### config.mk
export PLATFORM = sky130hd
export DESIGN_NAME = thermal_seq
export DESIGN_NICKNAME = d
export VERILOG_FILES = /design/src/rtl/thsq_pkg.sv /design/src/rtl/thsq_regs.sv /design/src/rtl/thsq_pace.sv /design/src/rtl/thsq_avg.sv /design/src/rtl/thermal_seq.sv
export SDC_FILE = /design/constraint.sdc
export NUM_CORES = 1
export LEC_CHECK = 0
export ABC_CLOCK_PERIOD_IN_PS = 3200
export CAP_MARGIN = 30
export CELL_PAD_IN_SITES_DETAIL_PLACEMENT = 2
export CELL_PAD_IN_SITES_GLOBAL_PLACEMENT = 2
export CORE_MARGIN = 2
export CORE_UTILIZATION = 31
export CTS_CLUSTER_DIAMETER = 100
export DETAILED_ROUTE_END_ITERATION = 10
export PLACE_DENSITY = 0.75
export SKIP_CTS_REPAIR_TIMING = 1
export SYNTH_ARGS = -nofsm -noshare
export SYNTH_HDL_FRONTEND = slang
export SYNTH_SLANG_ARGS = --single-unit
### constraint.sdc
create_clock -name clk_i -period 3.2 [get_ports clk_i]
set_input_delay 0.48 -clock clk_i [delete_from_list [all_inputs] [get_ports clk_i]]
set_output_delay 0.48 -clock clk_i [all_outputs]
set_load 0.05 [all_outputs]
### src/rtl/thsq_pkg.sv
package thsq_pkg;
  localparam int SMP_W   = 10;
  localparam int AVG_W   = 3;
  localparam int ACC_W   = SMP_W + (1 << AVG_W) - 1;
  localparam int CNT_W   = (1 << AVG_W) - 1;

  localparam int REG_CTRL = 0;
  localparam int REG_AVG  = 1;
  localparam int REG_STAT = 2;

  localparam int B_START  = 0;
  localparam int B_SRST   = 1;
  localparam int B_EN     = 2;
  localparam int B_BYP    = 6;
  localparam int B_CHAN   = 13;
  localparam int B_RATE   = 24;
  localparam int B_MODE   = 30;
  localparam int B_VALID  = 10;

  localparam logic [1:0] MODE_EXT = 2'd2;

  typedef struct packed {
    logic [1:0] mode;
    logic [1:0] rate;
    logic [3:0] chan;
    logic       bypass;
    logic       en;
    logic       srst;
    logic       start;
  } ctrl_t;
endpackage

### src/rtl/thsq_regs.sv
module thsq_regs
  import thsq_pkg::*;
#(
  parameter int N_EXT  = 4,
  parameter int ADDR_W = 2,
  parameter int SRC_W  = 3
) (
  input  logic              clk_i,
  input  logic              rst_ni,
  input  logic              wr_i,
  input  logic [ADDR_W-1:0] addr_i,
  input  logic [31:0]       wdata_i,
  input  logic              valid_i,
  input  logic [SMP_W-1:0]  sample_i,
  output logic [31:0]       rdata_o,
  output ctrl_t             ctrl_o,
  output logic [AVG_W-1:0]  avg_o,
  output logic [SRC_W-1:0]  src_o,
  output logic              src_chg_o
);
  ctrl_t              ctrl_q;
  logic [AVG_W-1:0]   avg_q;
  logic [SRC_W-1:0]   src_q;
  logic               wr_ctrl, wr_avg;
  logic [1:0]         w_mode;
  logic [3:0]         w_chan;
  logic               w_ext, w_ok, src_take;
  logic [SRC_W-1:0]   w_src;

  assign wr_ctrl = wr_i && (addr_i == ADDR_W'(REG_CTRL));
  assign wr_avg  = wr_i && (addr_i == ADDR_W'(REG_AVG));
  assign w_mode  = wdata_i[B_MODE +: 2];
  assign w_chan  = wdata_i[B_CHAN +: 4];
  assign w_ext   = (w_mode == MODE_EXT);
  assign w_ok    = !w_ext || ({1'b0, w_chan} < 5'(N_EXT));
  assign w_src   = w_ext ? (w_chan[SRC_W-1:0] + SRC_W'(1)) : '0;
  // source fields only move while halted
  assign src_take  = wr_ctrl && !ctrl_q.start && w_ok;
  assign src_chg_o = src_take && (w_src != src_q);

  logic unused_wbits;
  assign unused_wbits = ^{wdata_i[5:3], wdata_i[12:7], wdata_i[23:17], wdata_i[29:26]};

  always_ff @(posedge clk_i or negedge rst_ni) begin
    if (!rst_ni) begin
      ctrl_q <= '0;
      avg_q  <= '0;
      src_q  <= '0;
    end else begin
      if (wr_ctrl) begin
        ctrl_q.start  <= wdata_i[B_START];
        ctrl_q.srst   <= wdata_i[B_SRST];
        ctrl_q.en     <= wdata_i[B_EN];
        ctrl_q.bypass <= wdata_i[B_BYP];
        ctrl_q.rate   <= wdata_i[B_RATE +: 2];
        if (src_take) begin
          ctrl_q.mode <= w_mode;
          ctrl_q.chan <= w_chan;
          src_q       <= w_src;
        end
      end
      if (wr_avg) avg_q <= wdata_i[AVG_W-1:0];
    end
  end

  always_comb begin
    rdata_o = '0;
    case (addr_i)
      ADDR_W'(REG_CTRL): begin
        rdata_o[B_START]     = ctrl_q.start;
        rdata_o[B_SRST]      = ctrl_q.srst;
        rdata_o[B_EN]        = ctrl_q.en;
        rdata_o[B_BYP]       = ctrl_q.bypass;
        rdata_o[B_CHAN +: 4] = ctrl_q.chan;
        rdata_o[B_RATE +: 2] = ctrl_q.rate;
        rdata_o[B_MODE +: 2] = ctrl_q.mode;
      end
      ADDR_W'(REG_AVG):  rdata_o[AVG_W-1:0] = avg_q;
      ADDR_W'(REG_STAT): begin
        rdata_o[SMP_W-1:0] = sample_i;
        rdata_o[B_VALID]   = valid_i;
      end
      default: rdata_o = '0;
    endcase
  end

  assign ctrl_o = ctrl_q;
  assign avg_o  = avg_q;
  assign src_o  = src_q;
endmodule

### src/rtl/thsq_pace.sv
module thsq_pace #(
  parameter int SETTLE_CYC = 1500000,
  parameter int TICK_BASE  = 25000
) (
  input  logic       clk_i,
  input  logic       rst_ni,
  input  logic       active_i,
  input  logic       run_i,
  input  logic       reload_i,
  input  logic [1:0] rate_i,
  output logic       settled_o,
  output logic       tick_o
);
  localparam int SET_W = $clog2(SETTLE_CYC + 1);
  localparam int TCK_W = $clog2(TICK_BASE * 8 + 1);

  logic [SET_W-1:0] settle_q;
  logic [TCK_W-1:0] tcnt_q, period;

  assign period    = TCK_W'(TICK_BASE) << rate_i;
  assign settled_o = (settle_q == '0);
  assign tick_o    = run_i && settled_o && (tcnt_q == period - TCK_W'(1));

  always_ff @(posedge clk_i or negedge rst_ni) begin
    if (!rst_ni)                   settle_q <= SET_W'(SETTLE_CYC);
    else if (reload_i || !active_i) settle_q <= SET_W'(SETTLE_CYC);
    else if (run_i && !settled_o)  settle_q <= settle_q - SET_W'(1);
  end

  always_ff @(posedge clk_i or negedge rst_ni) begin
    if (!rst_ni)                                  tcnt_q <= '0;
    else if (!run_i || reload_i || !settled_o || tick_o) tcnt_q <= '0;
    else                                          tcnt_q <= tcnt_q + TCK_W'(1);
  end
endmodule

### src/rtl/thsq_avg.sv
module thsq_avg
  import thsq_pkg::*;
(
  input  logic             clk_i,
  input  logic             rst_ni,
  input  logic             clear_i,
  input  logic             tick_i,
  input  logic [AVG_W-1:0] log_i,
  input  logic [SMP_W-1:0] smp_i,
  output logic             valid_o,
  output logic [SMP_W-1:0] sample_o
);
  logic [ACC_W-1:0] acc_q, sum, mean;
  logic [CNT_W-1:0] n_q;
  logic [CNT_W:0]   n_lim;
  logic             last;

  assign sum   = acc_q + ACC_W'(smp_i);
  assign mean  = sum >> log_i;
  assign n_lim = (CNT_W+1)'(1) << log_i;
  assign last  = ({1'b0, n_q} == n_lim - (CNT_W+1)'(1));

  always_ff @(posedge clk_i or negedge rst_ni) begin
    if (!rst_ni) begin
      acc_q    <= '0;
      n_q      <= '0;
      valid_o  <= 1'b0;
      sample_o <= '0;
    end else if (clear_i) begin
      acc_q   <= '0;
      n_q     <= '0;
      valid_o <= 1'b0;
    end else if (tick_i) begin
      if (last) begin
        acc_q    <= '0;
        n_q      <= '0;
        valid_o  <= 1'b1;
        sample_o <= mean[SMP_W-1:0];
      end else begin
        acc_q <= sum;
        n_q   <= n_q + CNT_W'(1);
      end
    end
  end
endmodule

### src/rtl/thermal_seq.sv
module thermal_seq
  import thsq_pkg::*;
#(
  parameter int N_EXT      = 4,
  parameter int SETTLE_CYC = 1500000,
  parameter int TICK_BASE  = 25000,
  parameter int ADDR_W     = 2,
  parameter int SRC_W      = $clog2(N_EXT + 1)
) (
  input  logic              clk_i,
  input  logic              rst_ni,
  input  logic              wr_i,
  input  logic [ADDR_W-1:0] addr_i,
  input  logic [31:0]       wdata_i,
  output logic [31:0]       rdata_o,
  input  logic [SMP_W-1:0]  smp_data_i,
  output logic              smp_req_o,
  output logic [SRC_W-1:0]  src_o,
  output logic              valid_o
);
  ctrl_t            ctrl;
  logic [AVG_W-1:0] avg;
  logic             src_chg, active, run, settled;
  logic [SMP_W-1:0] sample;

  assign active = ctrl.en && !ctrl.srst;
  assign run    = active && ctrl.start;

  thsq_regs #(.N_EXT(N_EXT), .ADDR_W(ADDR_W), .SRC_W(SRC_W)) u_regs (
    .clk_i, .rst_ni, .wr_i, .addr_i, .wdata_i,
    .valid_i(valid_o), .sample_i(sample), .rdata_o,
    .ctrl_o(ctrl), .avg_o(avg), .src_o, .src_chg_o(src_chg)
  );

  thsq_pace #(.SETTLE_CYC(SETTLE_CYC), .TICK_BASE(TICK_BASE)) u_pace (
    .clk_i, .rst_ni, .active_i(active), .run_i(run), .reload_i(src_chg),
    .rate_i(ctrl.rate), .settled_o(settled), .tick_o(smp_req_o)
  );

  thsq_avg u_avg (
    .clk_i, .rst_ni, .clear_i(src_chg || !active), .tick_i(smp_req_o),
    .log_i(ctrl.bypass ? '0 : avg), .smp_i(smp_data_i),
    .valid_o, .sample_o(sample)
  );
endmodule

# Yosys cells after proc, flatten, opt, wreduce, memory -nomap -nowiden

Cells that the tools add are included.

Bits in registers: 92
Latch bits: 0
Bits in writable memories: 0
Bits in read-only memories: 0
Bits of input ports: 47
Output and inout port bits: 37
Logic and storage cells: 83
Memories kept: 0

Add/subtract/negate cells: 7
Multiply operators: 0
Div/mod/pow operators: 0
Magnitude comparators: 1
Equal/unequal tests: 6
Shift operators: 3
Mux-type cells: 21
Bitwise gates (word level): 1
Reduce and logical (&&, ||, !) cells: 29

Operator list:

| cell                                                | count |
|---|---|
| 2-to-1 mux 17 bit                                   | 3 |
| 2-to-1 mux 21 bit                                   | 2 |
| logical NOT 21 bit                                  | 1 |
| 2-to-1 mux 7 bit                                    | 3 |
| subtractor 21 x 1 -> 21 bit (second input constant) | 1 |
| adder 18 x 1 -> 18 bit (second input constant)      | 1 |
| == test 18 bit                                      | 1 |
| 2-to-1 mux 18 bit                                   | 1 |
| << shifter 15 x 2 -> 18 bit (first input constant)  | 1 |
| subtractor 18 x 1 -> 18 bit (second input constant) | 1 |
| adder 17 x 10 -> 17 bit                             | 1 |
| right shift 17 x 3 -> 10 bit                        | 1 |
| logical AND 1 bit                                   | 10 |
| 2-to-1 mux 3 bit                                    | 3 |
| one-hot mux 3 bit (3 select lines)                  | 1 |
| == test 7 x 8 -> 1 bit                              | 1 |
| 2-to-1 mux 4 bit                                    | 2 |
| << shifter 1 x 3 -> 8 bit (first input constant)    | 1 |
| subtractor 8 x 1 -> 8 bit (second input constant)   | 1 |
| adder 7 x 1 -> 7 bit (second input constant)        | 1 |
| logical NOT 1 bit                                   | 6 |
| nonzero test 2 bit                                  | 3 |
| logical OR 1 bit                                    | 5 |
| == test 2 bit (second input constant)               | 2 |
| 11 further kinds                                    | 15 |

# Longest topological paths before layout

Gate-level depths: netlist (run 1).

Word-level depth: 9
Depth in mapped cells: 17

# Cells and area by module

A second synthesis (run 1) with hierarchy kept.

Cell total of the unflattened synthesis: 680
Area total of the unflattened synthesis: 6338.6 um^2

By module, submodules not included:

| module      | instances | cells an instance | area each (um^2) |
|---|---|---|---|
| thsq_avg    | 1         | 329               | 2881.5 |
| thsq_pace   | 1         | 243               | 2278.4 |
| thsq_regs   | 1         | 102               | 1132.3 |
| thermal_seq | 1         | 6                 | 46.3 |

# Worst setup path before layout (run 1)

Ideal clock, no wire load.

Path type: reg-to-reg
From: reg u_regs.avg_q[0] (netlist: u_regs.avg_o[0])
To: reg u_avg.sample_o[2]
Arrival: 3049 ps
Data required time: 3075 ps
Path slack: 27 ps
Stages on the path, launching flop included: 16
Buffers on the path: 4
Period minus slack after synthesis: 3173 ps
Cell sequence: dfrtp_1 -> clkbuf_1 -> inv_1 -> nor2_1 -> clkbuf_1 -> nand2_1 -> ha_1 -> nor3_1 -> a21oi_1 -> o21a_1 -> xor2_1 -> and4_1 -> clkbuf_1 -> nor2b_1 -> buf_4 -> mux2_2

Word-level cells in the longest chain between the ends: 5
Elaborated cells on any way between the ends: 6
Classes of those cells: 1 x add/sub; 1 x eq/ne; 2 x shift; 1 x mux; 1 x reduce/logical

RTL lines:

| item                                 | RTL line          | source |
|---|---|---|
| from (decl)                          | thsq_regs.sv:22   | `logic [AVG_W-1:0] avg_q;` |
| from (signal assigned)               | thsq_regs.sv:62   | `if (wr_avg) avg_q <= wdata_i[AVG_W-1:0];` |
| 2-to-1 mux 3 bit *                   | thermal_seq.sv:42 | `.log_i(ctrl.bypass ? '0 : avg), .smp_i(smp_data_i),` |
| << shifter 1 x 3 -> 8 bit            | thsq_avg.sv:20    | `assign n_lim = (CNT_W+1)'(1) << log_i;` |
| subtractor 8 x 1 -> 8 bit            | thsq_avg.sv:21    | `assign last = ({1'b0, n_q} == n_lim - (CNT_W+1)'(1));` |
| == test 7 x 8 -> 1 bit               | thsq_avg.sv:21    |  |
| AND reduction 3 bit (no source line) | --                |  |
| to (signal assigned)                 | thsq_avg.sv:38    | `sample_o <= mean[SMP_W-1:0];` |
| to (decl)                            | thsq_avg.sv:11    | `output logic [SMP_W-1:0] sample_o` |

Every way passes the cells marked *; elsewhere a longest branch is shown, timed or not.
A chain may end at the register's enable or synchronous reset.

# Worst setup path after layout (run 1)

From: reg u_regs.ctrl_q (netlist bit u_regs.ctrl_o[8])
To: out smp_req_o

Word-level cells in the longest chain between the ends: 4

RTL lines:

| item                        | RTL line          | source |
|---|---|---|
| from (decl)                 | thsq_regs.sv:21   | `ctrl_t ctrl_q;` |
| << shifter 15 x 2 -> 18 bit | thsq_pace.sv:20   | `assign period = TCK_W'(TICK_BASE) << rate_i;` |
| subtractor 18 x 1 -> 18 bit | thsq_pace.sv:22   | `assign tick_o = run_i && settled_o && (tcnt_q == period - TCK_W'(1));` |
| == test 18 bit              | thsq_pace.sv:22   |  |
| logical AND 1 bit           | thsq_pace.sv:22   |  |
| to (decl)                   | thermal_seq.sv:17 | `output logic smp_req_o,` |

Every way passes these cells.

==> impl_results.md, run 1 <==
* Worst Skew at 7.69 ps
* Top-Level Pins at 84
* CTS tree: yes
* Fin nets at about 840
* # DRC at 0
* GPL Wtd Cong at 0.819
* IO buf count at 50
* Fin area at 7850 um^2
* Crit. End Element: output port
* Fin crit share at 96.3%
* Syn Area/Cell at 9.13 um^2
* Worst reg2reg startpoint: u_avg.acc_q[0]
* Critical path startpoint category: flip-flop
* Clk sink count at 92
* Max Clk Rate at between 0.3 and 0.4 GHz
* Ant. Diodes at 0
* Die H at 144 um
* Synthesis-to-finish area growth at 29.4%
* Max-slew headroom at 59.7%
* Worst Setup Path Type: flip-flop to output port
* Core Box Area at 19300 um^2
* Slowest CP cell: or4_4
* Post-synthesis instance area at 6070 um^2
* Vias in the first global route at 6193
* Clk pin slew, worst setup/hold paths at 70 ps
* Cell area after placement at 7430 um^2
* Worst Path Buf+Inv at 3
* Vias at 5472
* Max-cap violations at 0
* Reg2Reg Capture Point: u_avg.sample_o[3]
* Num rows at around 50
* Final wirelength at 20.3 mm
* Worst R2R Setup Slack at between 150 and 200 ps
* Peak supply drop at 0.309 mV
* P_leak at 3.32 nW
* Final count of negative-setup-slack endpoints at 0
* Initial Utilization at 31.4%
* Initial antenna violation count at 0
* Post-synth EDFFs at 0
* Crit path largest cell delay at approximately 520 ps
* GRT Overall Usage at 20.4%
* Fin crit period at 3080 ps
* Post-synth top area share at 33.8%
* Switching share of power at between 30% and 40%
* Count of pins over their slew limit at 0
* Hpwl dp at 15.2 mm
* Reg power frac at 30.4%
* Routed len/inst at 19.4 um
* Status: complete, no violations
* Finished Core Util at about two fifths
* DR iter-0 viols at approximately 170
* Clock Tree Root: clkbuf_16
* Synth Register Bits at 92
* Cells on worst reg2reg path at 11
* Synth area leader: dfrtp_1
* Filler cells at around 2100
* Largest net degree at the start of global routing at 58
* Inserted Clock Buffers at 9
* Sw Pwr at 1.69 mW
* FF+latch area at approximately 2300 um^2
* First-pass GRT wire length at 32.9 mm
* Share of cells above drive strength 1 at a little under a quarter
* Number of vias per cell at 5.24
* Synth top area cells: dfrtp_1, dfstp_2, ha_1
* Clock power share at between 20% and 30%
* RSZ-0062 raised after global routing: no
* Clock latency on the worst-skew pair at between 300 and 400 ps
* Final hold vios at 0
* CP required at 2720 ps
* Yosys warns at 0
* Die Wd at 144 um
* Synth unique cells at 76
* Crit path DAT at between 2000 and 3000 ps
* Largest delay contributor family on the critical path: simple AND/OR/NAND/NOR gates
* Cell Pwr Density at approximately 560 nW/um^2
* Register area share after synthesis at 38.1%
* Int Pwr at approximately 2.7 mW
* Total gr overflow at 0
* Cell Chain, Critical Path: inv_1 > ha_1 > nor4b_2 > a31oi_1 > or4_4 > nor3_4 > buf_6 > buf_12
* CTS max path bufs at 2
* Worst-Margin Slew at 604 ps
* Crit Path Max Fanout at 6
* Comb pwr share at 43.4%
* Routed Antenna Nets at 0
* Fraction of registers with async set/reset at between 90% and 100%
* Die Footprint at between 20000 and 25000 um^2
* H-tree levels at 3
* Drt pass-1 iters at 4
* Mapped Cells at 665
* Area of the multi-input gates at 3600 um^2
* HP Class: input port to async pin
* Critical Path Stages at 8
* Most used DFF post-synth: dfrtp_1
## cell type report
| class | instances | area share, % |
|---|---|---|
| multi-input cells | 528 | 45.8 |
| inverters | 15 | 0.717 |
| clock inverters | 6 | 0.924 |
| well taps | 265 | 4.22 |
| repair buffers | 129 | 15.8 |
| clock buffers | 10 | 3.04 |
| flip-flops and latches | 92 | 29.5 |
## worst register-to-register path, cell delays in order, from the launching register on
cell	delay, ps
dfrtp_1	390
ha_2	210
fa_2	350
a21o_1	210
a221oi_2	260
buf_4	230
mux2i_4	260
nand2_1	100
mux4_2	500
buf_4	150
o211ai_1	160
o21a_1	140
## registers in the layout, summed over array words and instances, names as in the netlist, 3 cells and up
signal,count
u_avg.acc_q,17
u_regs.ctrl_o,12
u_regs.avg_o,3
u_pace.settle_q,21
u_avg.sample_o,10
u_regs.src_o,3
u_avg.n_q,7
u_pace.tcnt_q,18
## synth_stat cells (all sizes together) (4+ instances only)
master and instances:
o21a 8, clkbuf 17, mux2 20, or4 4, nand3 29, xnor2 30
xor2 24, nor4 9, nand2b 7, a22o 7, or3 14, nor4b 4
nor2b 6, a31oi 4, nor3 18, buf 25, inv 15, a21oi 33
and2 14, or2 4, mux2i 11, nand3b 4, dfrtp 82, nor2 59
o211ai 9, o21ai 39, ha 21, and3 11, a21o 6, nand2 70
o221ai 4, dfstp 10
## cell families (layout without fill, tap and decap cells)
logic type | count (synthesis) | after routing | share of synthesized area (%)
AOI/OAI and AO/OA | 141 | 141 | 15.5
buffers and inverters | 57 | 160 | 4.85
muxes | 32 | 32 | 5.90
and+or+nand+nor | 266 | 266 | 23.1
adders and majority gates | 22 | 22 | 4.66
other | 1 | 13 | 0.0618
DFF | 92 | 92 | 38.1
xor gates and xnor gates | 54 | 54 | 7.79
## routing by layer
metal | part of all wire, % | routed length [um] | global-route usage (%) | vias to the layer above
li1 | - | - | - | 2575
met1 | 44 | 9010 | 25.1 | 2804
met2 | 52 | 10500 | 37.1 | 72
met3 | 2.1 | 417 | 2.37 | 21
met4 | 1.5 | 310 | 6.19 | 0
met5 | 0 | 0 | 0 | -
## power by group through the flow
stage | Sequential [mW] | Combinational (mW) | Clock [mW]
after CTS | 1.35 | 1.88 | 1.19
after global placement | 1.36 | 1.76 | 0
after detailed placement | 1.37 | 1.85 | 0
after floorplan | 1.35 | 1.02 | 0
final | 1.35 | 1.92 | 1.16
after global routing | 1.36 | 2.08 | 1.22
## through the flow
| stage | hold slack, ps | std cells | power (mW) | setup slack (ps) | setup TNS [ps] |
|---|---|---|---|---|---|
| global placement | 467 | 1026 | 3.12 | -333 | -3430 |
| finish | 85.1 | 1045 | 4.43 | 120 | 0 |
| floorplan | 184 | 677 | 2.37 | 26.5 | 0 |
| global route | 116 | 1045 | 4.66 | 11.5 | 0 |
| CTS | 104 | 1042 | 4.41 | -150 | -457 |
| detailed placement | 486 | 1026 | 3.22 | -446 | -5620 |
## placed cells by master (no fill, tap or decap), types with 15 or more instances in the layout
cell type	count
xor2_1	24
buf_4	82
nand2_1	69
nor3_1	15
xnor2_1	28
clkdlybuf4s50_1	30
inv_1	15
dfrtp_1	82
a21oi_1	32
nor2_1	58
ha_1	20
o21ai_0	29
buf_12	15
mux2_2	20
nand3_1	29
## how the worst max path moves through the flow
stage                     start           endpoint  slack, ps
2_1_floorplan   u_regs.avg_o[0]  u_avg.sample_o[2]         30
3_3_place_gp      smp_data_i[0]  u_avg.sample_o[5]       -330
3_5_place_dp      smp_data_i[0]  u_avg.sample_o[5]       -450
4_1_cts        u_regs.ctrl_o[8]          smp_req_o       -150
5_1_grt        u_regs.ctrl_o[8]          smp_req_o         10
6_report       u_regs.ctrl_o[8]          smp_req_o        120
Power figures use the tool's default switching activity.
==> run 2, diff against run 1 <==
--- a/config.mk
+++ b/config.mk
@@ -13,6 +13,7 @@
 export CORE_UTILIZATION = 31
 export CTS_CLUSTER_DIAMETER = 100
 export DETAILED_ROUTE_END_ITERATION = 10
+export HOLD_SLACK_MARGIN = 0.06
 export PLACE_DENSITY = 0.75
 export SKIP_CTS_REPAIR_TIMING = 1
 export SYNTH_ARGS = -nofsm -noshare
==> results of run 2 <==
Same layout as run 1: the final DEF is identical, and so are final timing and power.
==> run 3, diff against run 2 <==
--- a/config.mk
+++ b/config.mk
@@ -5,12 +5,14 @@
 export SDC_FILE = /design/constraint.sdc
 export NUM_CORES = 1
 export LEC_CHECK = 0
+export ABC_AREA = 1
 export ABC_CLOCK_PERIOD_IN_PS = 3200
 export CAP_MARGIN = 30
 export CELL_PAD_IN_SITES_DETAIL_PLACEMENT = 2
 export CELL_PAD_IN_SITES_GLOBAL_PLACEMENT = 2
+export CORE_ASPECT_RATIO = 0.5
 export CORE_MARGIN = 2
-export CORE_UTILIZATION = 31
+export CORE_UTILIZATION = 28
 export CTS_CLUSTER_DIAMETER = 100
 export DETAILED_ROUTE_END_ITERATION = 10
 export HOLD_SLACK_MARGIN = 0.06
==> run 3 against run 2 <==
Net effect: global-route usage shrank 1.5 points; first-iteration DRC count grew 20%; flip-flop and latch count is the same; sequential power shrank 7%; largest cell class unchanged.
==> impl_results.md, run 3 <==
* Status: complete, no violations
* Routed len/inst at 16.5 um (-15%)
* Vias at 6270 (+15%)
* Vias in the first global route at 6902 (+11%)
* Num rows at 38 (-25%)
* Crit path DAT at 2420 ps (-180 ps)
* P_leak at 3.58 nW (+7.8%)
* Number of vias per cell at 4.86 (-7.1%)
* Register area share after synthesis at 36.6% (-1.5 points)
* Reg2Reg Capture Point: u_avg.sample_o[0]
* GRT Overall Usage at 18.9% (-1.5 points)
* RSZ-0062 raised after global routing: no
* IO buf count at 50 (unchanged)
* Core Box Area at 21900 um^2 (+13%)
* Max Clk Rate at 0.345 GHz (+6.3%)
* Commonest cells after routing, fill and taps aside: nand2_1, nor2_1, inv_1
* Clock latency on the worst-skew pair at 360 ps (about the same)
* Cell area after placement at 7160 um^2 (-3.6%)
* Initial Utilization at 28.9% (-2.5 points)
* Peak supply drop at 0.245 mV (-21%)
* Cell Pwr Density at 416 nW/um^2 (-26%)
* CTS max path bufs at 2 (unchanged)
* First-pass GRT wire length at 35.8 mm (+9.0%)
* Setup slack after layout at 303 ps (+183 ps)
* Synth unique cells at 46 (-39%)
* Yosys warns at 0 (unchanged)
* Syn Area/Cell at 6.85 um^2 (-25%)
* Worst Setup Path Type: flip-flop to output port
* Top-Level Pins at 84 (unchanged)
* Drt pass-1 iters at 4 (unchanged)
* Synth Register Bits at 92 (unchanged)
* Hpwl dp at 16.8 mm (+11%)
* Post-synth top area share at 32.4% (-1.4 points)
* Total gr overflow at 0 (unchanged)
* Largest Register: u_pace.settle_q
* HP Class: input port to async pin
* CTS tree: yes
* Synth top area cells: dfrtp_1, nand2_1, nand3_1
* Final Power at 3.11 mW (-30%)
* Pre-CTS setup slack at 305 ps (+751 ps)
* Worst reg2reg startpoint: u_regs.avg_o[0]
* Count leader, synth: nand2_1
* Die Wd at 217 um (+50%)
* Count of pins over their slew limit at 0 (unchanged)
* Inserted Clock Buffers at 9 (unchanged)
* Max-cap violations at 0 (unchanged)
* Fin nets at 1053 (+25%)
* H-tree levels at 3 (unchanged)
* Fraction of registers with async set/reset at 100% (unchanged)
* Most used DFF post-synth: dfrtp_1
* Crit. End Element: output port
* Die Footprint at 23900 um^2 (+15%)
* Fin crit share at 90.5% (-5.7 points)
* Post-synthesis instance area at 6320 um^2 (+4.2%)
* Clock Tree Root: clkbuf_16
* Largest net degree at the start of global routing at 52 (-10%)
* Clk pin slew, worst setup/hold paths at 80 ps (about the same)
* Largest registers: u_pace.settle_q (21), u_pace.tcnt_q (18), u_avg.acc_q (17)
* Max FFs per register at 21 (unchanged)
* GPL Wtd Cong at 0.822 (+0.43%)
* Ant. Diodes at 0 (unchanged)
* Synth area leader: dfrtp_1
* Final count of negative-setup-slack endpoints at 0 (unchanged)
* Crit Path Max Fanout at 5 (-1)
* Fin crit period at 2900 ps (-183 ps)
* Post-synth EDFFs at 0 (unchanged)
* Critical path startpoint category: flip-flop
* Share of cells above drive strength 1 at 8.49% (-14 points)
* Initial antenna violation count at 0 (unchanged)
* Commonest cells post-synth: nand2_1, nor2_1, inv_1
* Most common cell after layout, fill and taps aside: nand2_1
* Final wirelength at 21.3 mm (+5.3%)
* # DRC at 0 (unchanged)
* Worst Skew at 10.3 ps (+2.57 ps)
* Die H at 110 um (-23%)
* Mapped Cells at 924 (+39%)
* DR iter-0 viols at 203 (+20%)
* CP required at 2720 ps (about the same)
* Final hold vios at 0 (unchanged)
* Fin area at 7480 um^2 (-4.8%)
* Routed Antenna Nets at 0 (unchanged)
* Crit path launch: u_regs.ctrl_o[8]
* Cells on worst reg2reg path at 15 (+4)
* Worst R2R Setup Slack at 440 ps (+260 ps)
* Clk sink count at 92 (unchanged)
* Max-slew headroom at 49.7% (-10 points)
* Worst-Margin Slew at 755 ps (+151 ps)
* Finished Core Util at 34.1% (-6.5 points)
* Synthesis-to-finish area growth at 18.2%
run 3: changes by cell type after synthesis, moves of 9 or more:
cell and delta:
and3_1 -9, inv_1 +103, mux2_2 -20, mux2i_1 -11, nand2_1 +169, nand3_1 +71, nand4_1 +13, nor2_1 +67
o21ai_0 +29, or3_1 -13, xnor2_1 -25, xor2_1 -9
run 3: worst max-delay path, cell delays in order, from the launching register on:
cell        delay [ps]
dfrtp_1            410
inv_1              130
ha_1               270
a21oi_1            180
nand3_1             90
nor2_1             100
nand2_1             70
nor2_1             190
nand3_2            230
clkinvlp_4         230
buf_12             160
run 3: stage by stage:
stage                     hold slack, ps  setup TNS, ps  instances
after floorplan                      184              0        936
after global placement               440              0       1271
after detailed placement             470              0       1271
after CTS                            205          -38.7       1287
after global routing                 235              0       1289
final                                179              0       1289
run 3: report_power, final:
group	switching [mW]	total [mW]	internal, mW
Clock	0.556	1.10	0.548
Combinational	0.526	0.750	0.224
Sequential	0.0406	1.25	1.21
run 3: final cells by class:
type,count,area (um^2)
sequential,92,2310
clock inverter,7,70.1
timing repair buffer,65,611
inverter,125,473
clock buffer,9,225
tap,300,375
fill,2644,14400
multi-input combinational,691,3410
run 3: worst max-delay path by stage:
stage	slack (ps)	to	cells past startpoint
floorplan	690	rdata_o[6]	3
detailed placement	300	u_avg.sample_o[6]	15
finish	300	smp_req_o	10
global placement	370	u_avg.sample_o[9]	12
CTS	-40	smp_req_o	10
global route	30	smp_req_o	10
run 3: kinds of logic (layout without fill, tap and decap cells):
family | Yosys count | after routing | synth area share (%)
flip-flops | 92 | 92 | 36.6
AO/OA/AOI/OAI | 116 | 116 | 9.95
AND/OR/NAND/NOR | 520 | 520 | 35.9
other | 1 | 13 | 0.0593
XOR/XNOR | 20 | 20 | 2.77
buffers and inverters | 153 | 206 | 10.2
adder cells (fa/ha/maj) | 22 | 22 | 4.47
run 3: layer usage:
layer / vias to the layer above / GRT usage (%) / part of all wire [%]
met4: 0 / 3.42 / 1.0
met5: - / 0 / 0
met1: 3156 / 23.4 / 47
met2: 35 / 35.5 / 51
li1: 3065 / - / -
met3: 14 / 2.85 / 1.4
